`src/rtl/rstc_pkg.sv`:
```
package rstc_pkg;
  localparam int CAUSE_W   = 3;
  localparam int CAUSE_POR = 0;
  localparam int CAUSE_BOR = 1;
  localparam int CAUSE_PIN = 2;
  typedef logic [CAUSE_W-1:0] cause_t;
  localparam cause_t CAUSE_NONE = '0;
endpackage

```
`src/rtl/rstc_sync.sv`:
```
// Multi-stage synchronizer with asynchronous preset/clear to RST_VAL.
module rstc_sync #(
  parameter int   STAGES  = 2,
  parameter logic RST_VAL = 1'b0
) (
  input  logic clk,
  input  logic arst,
  input  logic d,
  output logic q
);
  logic [STAGES-1:0] taps;

  always_ff @(posedge clk or posedge arst) begin
    if (arst) taps <= {STAGES{RST_VAL}};
    else      taps <= {taps[STAGES-2:0], d};
  end

  assign q = taps[STAGES-1];
endmodule

```
`src/rtl/rstc_pin_filter.sv`:
```
// Synchronizes the reset pin, masks the block's own drive and qualifies
// a low run of FILT_CYC sampled cycles into a single-cycle request.
module rstc_pin_filter #(
  parameter int FILT_CYC    = 3,
  parameter int SYNC_STAGES = 2
) (
  input  logic clk,
  input  logic arst,
  input  logic pin_in,
  input  logic self_drive,
  output logic pin_req
);
  localparam int FW = $clog2(FILT_CYC + 1);

  logic                   pin_s;
  logic [SYNC_STAGES-1:0] drv_dly;
  logic                   mask;
  logic                   low_seen;
  logic [FW-1:0]          low_cnt;

  rstc_sync #(.STAGES(SYNC_STAGES), .RST_VAL(1'b1)) u_sync (
    .clk (clk),
    .arst(arst),
    .d   (pin_in),
    .q   (pin_s)
  );

  // Own drive echoes through the synchronizer for SYNC_STAGES cycles.
  always_ff @(posedge clk or posedge arst) begin
    if (arst) drv_dly <= '1;
    else      drv_dly <= {drv_dly[SYNC_STAGES-2:0], self_drive};
  end

  assign mask     = self_drive | (|drv_dly);
  assign low_seen = ~pin_s & ~mask;

  always_ff @(posedge clk or posedge arst) begin
    if (arst)                            low_cnt <= '0;
    else if (!low_seen)                  low_cnt <= '0;
    else if (low_cnt != FW'(FILT_CYC))   low_cnt <= low_cnt + 1'b1;
  end

  assign pin_req = low_seen && (low_cnt == FW'(FILT_CYC - 1));
endmodule

```
`src/rtl/rstc_pulse_timer.sv`:
```
// Down-counter that loads the full pulse length on any request.
module rstc_pulse_timer #(
  parameter int PULSE_CYC = 320,
  parameter int CW        = $clog2(PULSE_CYC + 1)
) (
  input  logic          clk,
  input  logic          arst,
  input  logic          load,
  output logic [CW-1:0] cnt
);
  always_ff @(posedge clk or posedge arst) begin
    if (arst)            cnt <= CW'(PULSE_CYC);
    else if (load)       cnt <= CW'(PULSE_CYC);
    else if (cnt != '0)  cnt <= cnt - 1'b1;
  end
endmodule

```
`src/rtl/reset_pulse_ctrl.sv`:
```
module reset_pulse_ctrl
  import rstc_pkg::*;
#(
  parameter int PULSE_CYC   = 320,
  parameter int FILT_CYC    = 3,
  parameter int SYNC_STAGES = 2
) (
  input  logic               clk,
  input  logic               por_req,
  input  logic               bor_req,
  input  logic               pin_in,
  input  logic               cause_clr,
  output logic               pin_drive_low,
  output logic               sys_rst_n,
  output logic [CAUSE_W-1:0] cause
);
  localparam int CW = $clog2(PULSE_CYC + 1);

  logic [SYNC_STAGES-1:0] bor_taps;
  logic                   bor_load;
  logic                   bor_hold;
  logic                   pin_req;
  logic                   tmr_load;
  logic [CW-1:0]          tmr_cnt;
  logic                   active;
  logic                   out_arst;
  cause_t                 cause_q;

  // Brown-out request into the clock domain.
  always_ff @(posedge clk or posedge por_req) begin
    if (por_req) bor_taps <= '0;
    else         bor_taps <= {bor_taps[SYNC_STAGES-2:0], bor_req};
  end
  assign bor_load = bor_taps[SYNC_STAGES-1];
  assign bor_hold = |bor_taps;

  rstc_pin_filter #(.FILT_CYC(FILT_CYC), .SYNC_STAGES(SYNC_STAGES)) u_filt (
    .clk       (clk),
    .arst      (por_req),
    .pin_in    (pin_in),
    .self_drive(pin_drive_low),
    .pin_req   (pin_req)
  );

  assign tmr_load = bor_load | pin_req;

  rstc_pulse_timer #(.PULSE_CYC(PULSE_CYC), .CW(CW)) u_tmr (
    .clk (clk),
    .arst(por_req),
    .load(tmr_load),
    .cnt (tmr_cnt)
  );

  assign active        = (tmr_cnt != '0);
  assign pin_drive_low = active;

  // Asynchronous assertion by supply requests, synchronous release.
  assign out_arst = por_req | bor_req;

  rstc_sync #(.STAGES(SYNC_STAGES), .RST_VAL(1'b0)) u_rel (
    .clk (clk),
    .arst(out_arst),
    .d   (~(active | bor_hold)),
    .q   (sys_rst_n)
  );

  // Latest source wins; a request beats a clear in the same cycle.
  always_ff @(posedge clk or posedge por_req) begin
    if (por_req)        cause_q <= cause_t'(1 << CAUSE_POR);
    else if (bor_load)  cause_q <= cause_t'(1 << CAUSE_BOR);
    else if (pin_req)   cause_q <= cause_t'(1 << CAUSE_PIN);
    else if (cause_clr) cause_q <= CAUSE_NONE;
  end
  assign cause = cause_q;
endmodule

```
`config.mk`:
```
export PLATFORM = sky130hd
export DESIGN_NAME = reset_pulse_ctrl
export DESIGN_NICKNAME = d
export VERILOG_FILES = /design/src/rtl/rstc_pkg.sv /design/src/rtl/rstc_sync.sv /design/src/rtl/rstc_pin_filter.sv /design/src/rtl/rstc_pulse_timer.sv /design/src/rtl/reset_pulse_ctrl.sv
export SDC_FILE = /design/constraint.sdc
export NUM_CORES = 1
export LEC_CHECK = 0
export CAP_MARGIN = 10
export CELL_PAD_IN_SITES_DETAIL_PLACEMENT = 1
export CELL_PAD_IN_SITES_GLOBAL_PLACEMENT = 1
export CORE_ASPECT_RATIO = 1.4
export CORE_MARGIN = 3
export CORE_UTILIZATION = 51
export DETAILED_ROUTE_END_ITERATION = 12
export DONT_BUFFER_PORTS = 1
export GPL_ROUTABILITY_DRIVEN = 1
export GPL_TIMING_DRIVEN = 0
export PLACE_DENSITY_LB_ADDON = 0.1
export RECOVER_POWER = 50
export SLEW_MARGIN = 5
export SYNTH_ARGS = -nofsm -noshare
export SYNTH_HDL_FRONTEND = slang
export SYNTH_HIERARCHICAL = 1
export SYNTH_SLANG_ARGS = --single-unit
```
`constraint.sdc`:
```
create_clock -name clk -period 4.5 [get_ports clk]
set_input_delay 0.225 -clock clk [delete_from_list [all_inputs] [get_ports clk]]
set_output_delay 0.225 -clock clk [all_outputs]
set_load 0.02 [all_outputs]
```
Word level (Yosys, flattened, before mapping):

Index checks and enable logic that the tools add are counted.

* bits of input ports: 5
* memories kept: 0
* logic and storage cells: 33
* memory bits (writable): 0
* bits in read-only memories: 0
* flip-flop bits (word level): 22
* output and inout port bits: 5
* bits in latches: 0

* div/mod/pow operators: 0
* add/sub/neg operators: 2
* reduce and logical (&&, ||, !) cells: 6
* shift operators: 0
* bitwise gates (word level): 8
* mux-type cells: 7
* $mul: 0
* equality and inequality tests: 3
* $lt $le $gt $ge: 0

Operators by type and width (count)
* 9-bit 2-to-1 mux: 2
* 3-bit 2-to-1 mux: 3
* 9-bit nonzero test: 1
* 9-bit by 1-bit subtractor with 9-bit output, second input constant: 1
* 2-bit 2-to-1 mux: 2
* 2-bit != test, second input constant: 2
* 1-bit OR: 4
* 2-bit OR reduction: 2
* 1-bit inverter: 3
* 3-bit nonzero test: 1
* 2-bit by 1-bit adder with 2-bit output, second input constant: 1
* 2-bit == test, second input constant: 1
* 2-bit nonzero test: 1
* 1-bit bitwise AND: 1
* 1-bit logical AND: 1

Depth between registers and ports, before layout:

* word-level depth: 7
* gate-level depth with buffers: 7

Modules after synthesis:

The synthesis kept the hierarchy.

By module, submodules not included
* rstc_pulse_timer: area an instance 475.5 sq um, cells each 46, seq. area each 227.7 sq um, instances 1
* reset_pulse_ctrl: area an instance 210.2 sq um, cells each 19, seq. area each 126.4 sq um, instances 1
* rstc_pin_filter: area an instance 185.2 sq um, cells each 16, seq. area each 102.6 sq um, instances 1
* rstc_sync at u_filt.u_sync: area an instance 56.3 sq um, cells each 3, seq. area each 52.6 sq um, instances 1
* rstc_sync at u_rel: area an instance 53.8 sq um, cells each 3, seq. area each 50.0 sq um, instances 1

Worst setup path before layout:

No wires, ideal clock.

* kind: register -> register
* start point: reg u_tmr.cnt[4]
* end point: reg u_tmr.cnt[0]
* library setup time: 131 ps
* buffers on the path: 1
* period minus slack after synthesis: 2180 ps
* arrival: 2048 ps
* cell stages (with the launch flop): 8
* path slack: 2320 ps
* cells stage by stage: dfrtp_1 > nor4_2 > nand3_1 > or4_4 > nor2_1 > or2_1 > buf_1 > nor2_1

* word-level cells in the longest chain between the ends: 7

RTL lines
* start, declared: line rstc_pulse_timer.sv:9 `output logic [CW-1:0] cnt`
* start signal, assigned: line rstc_pulse_timer.sv:12 `if (arst) cnt <= CW'(PULSE_CYC);`
* start signal, assigned: line rstc_pulse_timer.sv:13 `else if (load) cnt <= CW'(PULSE_CYC);`
* start signal, assigned: line rstc_pulse_timer.sv:14 `else if (cnt != '0) cnt <= cnt - 1'b1;`
* 9-bit nonzero test *: line reset_pulse_ctrl.sv:54 `assign active = (tmr_cnt != '0);`
* net pin_drive_low: line reset_pulse_ctrl.sv:13 `output logic pin_drive_low,`
* 1-bit OR *: line rstc_pin_filter.sv:34 `assign mask = self_drive | (|drv_dly);`
* 1-bit inverter *: line rstc_pin_filter.sv:35 `assign low_seen = ~pin_s & ~mask;`
* 1-bit bitwise AND *: line rstc_pin_filter.sv:35
* 1-bit logical AND *: line rstc_pin_filter.sv:43 `assign pin_req = low_seen && (low_cnt == FW'(FILT_CYC - 1));`
* net pin_req: line reset_pulse_ctrl.sv:22 `logic pin_req;`
* 1-bit OR *: line reset_pulse_ctrl.sv:45 `assign tmr_load = bor_load | pin_req;`
* net tmr_load: line reset_pulse_ctrl.sv:23 `logic tmr_load;`
* 9-bit 2-to-1 mux or 2-bit nonzero test (tied branches)

The timed path passes the listed nets; every way through them passes the cells marked *.
A chain may end at the register's enable or synchronous reset.

Worst setup path in the final report:

Same ends and word-level chain as after synthesis.

==> out/metrics.yaml <==
min_to: "cause[2]"
drv_cap: 0
min_period_over_period_pct: 58.2
p_per_area_nw_per_um2: 368
clkSinkCount: 22
path_delay_family: "simple AND/OR/NAND/NOR gates"
path_max_fanout: 9
synth_edf_count: 0
fin_crit_ns: 2.62
nNetsFinal: 104
cp.required_ns: 4.68
tightest_slew_ns: 0.446
post-cts-setup-buffers: 0
antenna_found_initial: 0
setup_violations: 0
n_antenna_cell: 0
synth_area_um2: 981
max_freq_ghz: 0.382
coreArea_um2: 1800
cts_tree: "yes"
worstReg2RegEnd: "u_tmr/cnt[0]"
min_path_cells: 3
die_x_um: 43.1
final.setup.tns_ns: 0
ir_drop_uv: 216
synth_nets: 95
grt_pass1_vias: 723
ys_ff_latch: 22
yosysTopAreaCell: "dfrtp_1"
drc: 0
cts_buffers: 3
postCtsResizedCells: 0
power_uw: 398
grt_max_degree: 13
cp_slowest_cell: "or4_4"
finalHoldViolations: 0
wl_um: 1880
syn_area_per_cell_um2: 11.3
r2r-start: "u_tmr/cnt[4]"
critPathLaunchType: "flip-flop"
path_cells: "nor4_2 -> nand3_1 -> or4_4 -> nor2_1 -> or2_1 -> buf_1 -> nor2_1"
path_depth: 7
die_h_um: 57.9
grt_overflow_total: 0
cp_common_cell: "nor2_1"
leakage_nw: 0.471
synth_seq_area_share_pct: 57.0
ys_top_cells_by_area: "dfrtp_1, dfstp_2, inv_1, ha_1, nor2_1"
cts-root-buf: "clkbuf_4"
drtIter0Drc: 5
report.final.slew_viol_count: 0
reg2reg_slack_ns: 1.88
drt-vias-per-instance: 5.69
nFillCells: 186
synth.distinct_cells: 32
clockBufferDepth: 2
die-area_um2: 2490
hp-class: "input port to flip-flop"
dpl.hpwl_um: 1400
worstHoldStart: "cause_clr"
grt.total_usage_pct: 17.7
clk_latency_ns: 0.29
initial_core_util_pct: 54.4
vias: 654
grt_setup_unrepaired: "no"
port_buffers: 0
placed_area_um2: 1010
final_area_um2: 1080
io_pins: 10
end_kind: "flip-flop"
status: "finished, final reports clean"
placementRows: 18
relSlewSlack_pct: 70.2
yosys_warnings: 6
arrival_ns: 2.80
reg2reg_depth: 7
critPathKind: "flip-flop to flip-flop"
area_delta_synth_final_pct: 10.3
async_flop_share_pct: 100
netlist.area_leader.share_pct: 38.3
clk_pin_slew_ns: 0.12
drive_gt1_share_pct: 21.1
grt_pass1_wl_um: 3290
final_util_pct: 60.1
syn_inst: 87
ys.flop_type: "dfrtp_1"
avgRoutedWirePerCell_um: 16.3
gp_congestion: 0.758
critPathBufInv: 1
htreeDepth: 1
drt_pass1_iterations: 3
critPathMaxStageDelay_ns: 0.54
fin_skew_ns: 0.00606
whs_ns: 0.136
ant_nets: 0
logic make-up after synthesis:
group | share of synthesized area [%]
buffers and inverters | 5.10
AND/OR/NAND/NOR | 18.4
flip-flops | 57.0
adder cells (fa/ha/maj) | 3.83
XOR/XNOR | 3.57
multiplexers | 1.15
AO/OA/AOI/OAI | 11.0
cell usage in the layout (no fill, tap or decap):
| cell | count |
|---|---|
| nor2_1 | 10 |
| xor2_1 | 3 |
| clkbuf_8 | 1 |
| xnor2_1 | 1 |
| o211ai_1 | 3 |
| or4b_1 | 1 |
| a211oi_2 | 1 |
| o31ai_1 | 2 |
| nand2b_1 | 3 |
| nor4_1 | 1 |
| nand3_1 | 1 |
| a21oi_2 | 1 |
| dfrtp_1 | 15 |
| buf_1 | 1 |
| mux2_2 | 1 |
| or2_2 | 2 |
| o41ai_1 | 1 |
| clkbuf_4 | 3 |
| nor3b_1 | 2 |
| nor3_2 | 1 |
| or4_1 | 1 |
| dlygate4sd3_1 | 4 |
| dfstp_2 | 6 |
| or2_1 | 1 |
| inv_1 | 11 |
| a21oi_1 | 4 |
| or4_4 | 2 |
| or2b_1 | 1 |
| o21ai_1 | 1 |
| nand2_1 | 1 |
| nor3_1 | 1 |
| nor4_2 | 1 |
| a21o_1 | 2 |
| buf_2 | 1 |
| ha_1 | 3 |
| dfstp_1 | 1 |
worst register-to-register path, stage by stage (launching register included):
cell and delay (ns):
dfrtp_1 0.44, nor4_2 0.31, nand3_1 0.35, or4_4 0.54, nor2_1 0.21, or2_1 0.17
buf_1 0.37, nor2_1 0.10
report_power, final:
| part | switching, mW | internal [mW] |
|---|---|---|
| Sequential | 0.0210 | 0.215 |
| Combinational | 0.0309 | 0.0275 |
| Clock | 0.0542 | 0.0493 |
metal layers:
layer  GRT usage, %  share of wire (%)
met2           33.0                 57
met1           19.9                 41
met3           4.66                2.1
met4           3.88               0.69
met5              0                  0
sequential cells by signal, summed over array words and instances (netlist names):
| name | count |
|---|---|
| u_tmr/cnt | 9 |
| bor_taps | 2 |
| u_rel/taps | 2 |
| u_filt/u_sync/taps | 2 |
| cause | 3 |
| u_filt/low_cnt | 2 |
| u_filt/drv_dly | 2 |
stage by stage:
step,worst slack [ns],std cells
floorplan,2.32,87
global placement,1.91,107
detailed placement,1.84,107
CTS,1.82,115
global route,1.65,115
finish,1.88,115
Yosys cell counts (all sizes together) (2+ instances only):
| cell type | n |
|---|---|
| nand2b | 3 |
| ha | 3 |
| a21o | 2 |
| dfrtp | 15 |
| inv | 11 |
| or4 | 3 |
| nor3 | 2 |
| nor3b | 2 |
| nor4 | 2 |
| or2 | 3 |
| xor2 | 3 |
| dfstp | 7 |
| o31ai | 2 |
| a21oi | 5 |
| o211ai | 3 |
| nor2 | 10 |
| buf | 2 |
cell type report:
class,count,area (µm²),share of cell area (%)
buffer,2,8.76,0.809
sequential,22,559,51.7
tap,20,25.0,2.31
inverter,11,41.3,3.82
multi-input combinational,52,372,34.3
timing repair buffer,4,40.0,3.70
clock buffer,4,36.3,3.35
how the worst max path moves through the flow:
stage	slack, ns	from	endpoint
after floorplan	2.32	u_tmr/cnt[4]	u_tmr/cnt[0]
after detailed placement	1.84	u_tmr/cnt[4]	u_tmr/cnt[5]
after CTS	1.82	u_tmr/cnt[4]	u_tmr/cnt[6]
final	1.88	u_tmr/cnt[4]	u_tmr/cnt[0]
after global routing	1.65	u_tmr/cnt[4]	u_tmr/cnt[6]
after global placement	1.91	u_tmr/cnt[4]	u_tmr/cnt[2]
what timing repair did:
action,in CTS,in global routing
hold buffers,4,0
hold endpoints to repair,23,0
setup endpoints to repair,0,0
(Power assumes the default switching activity.)
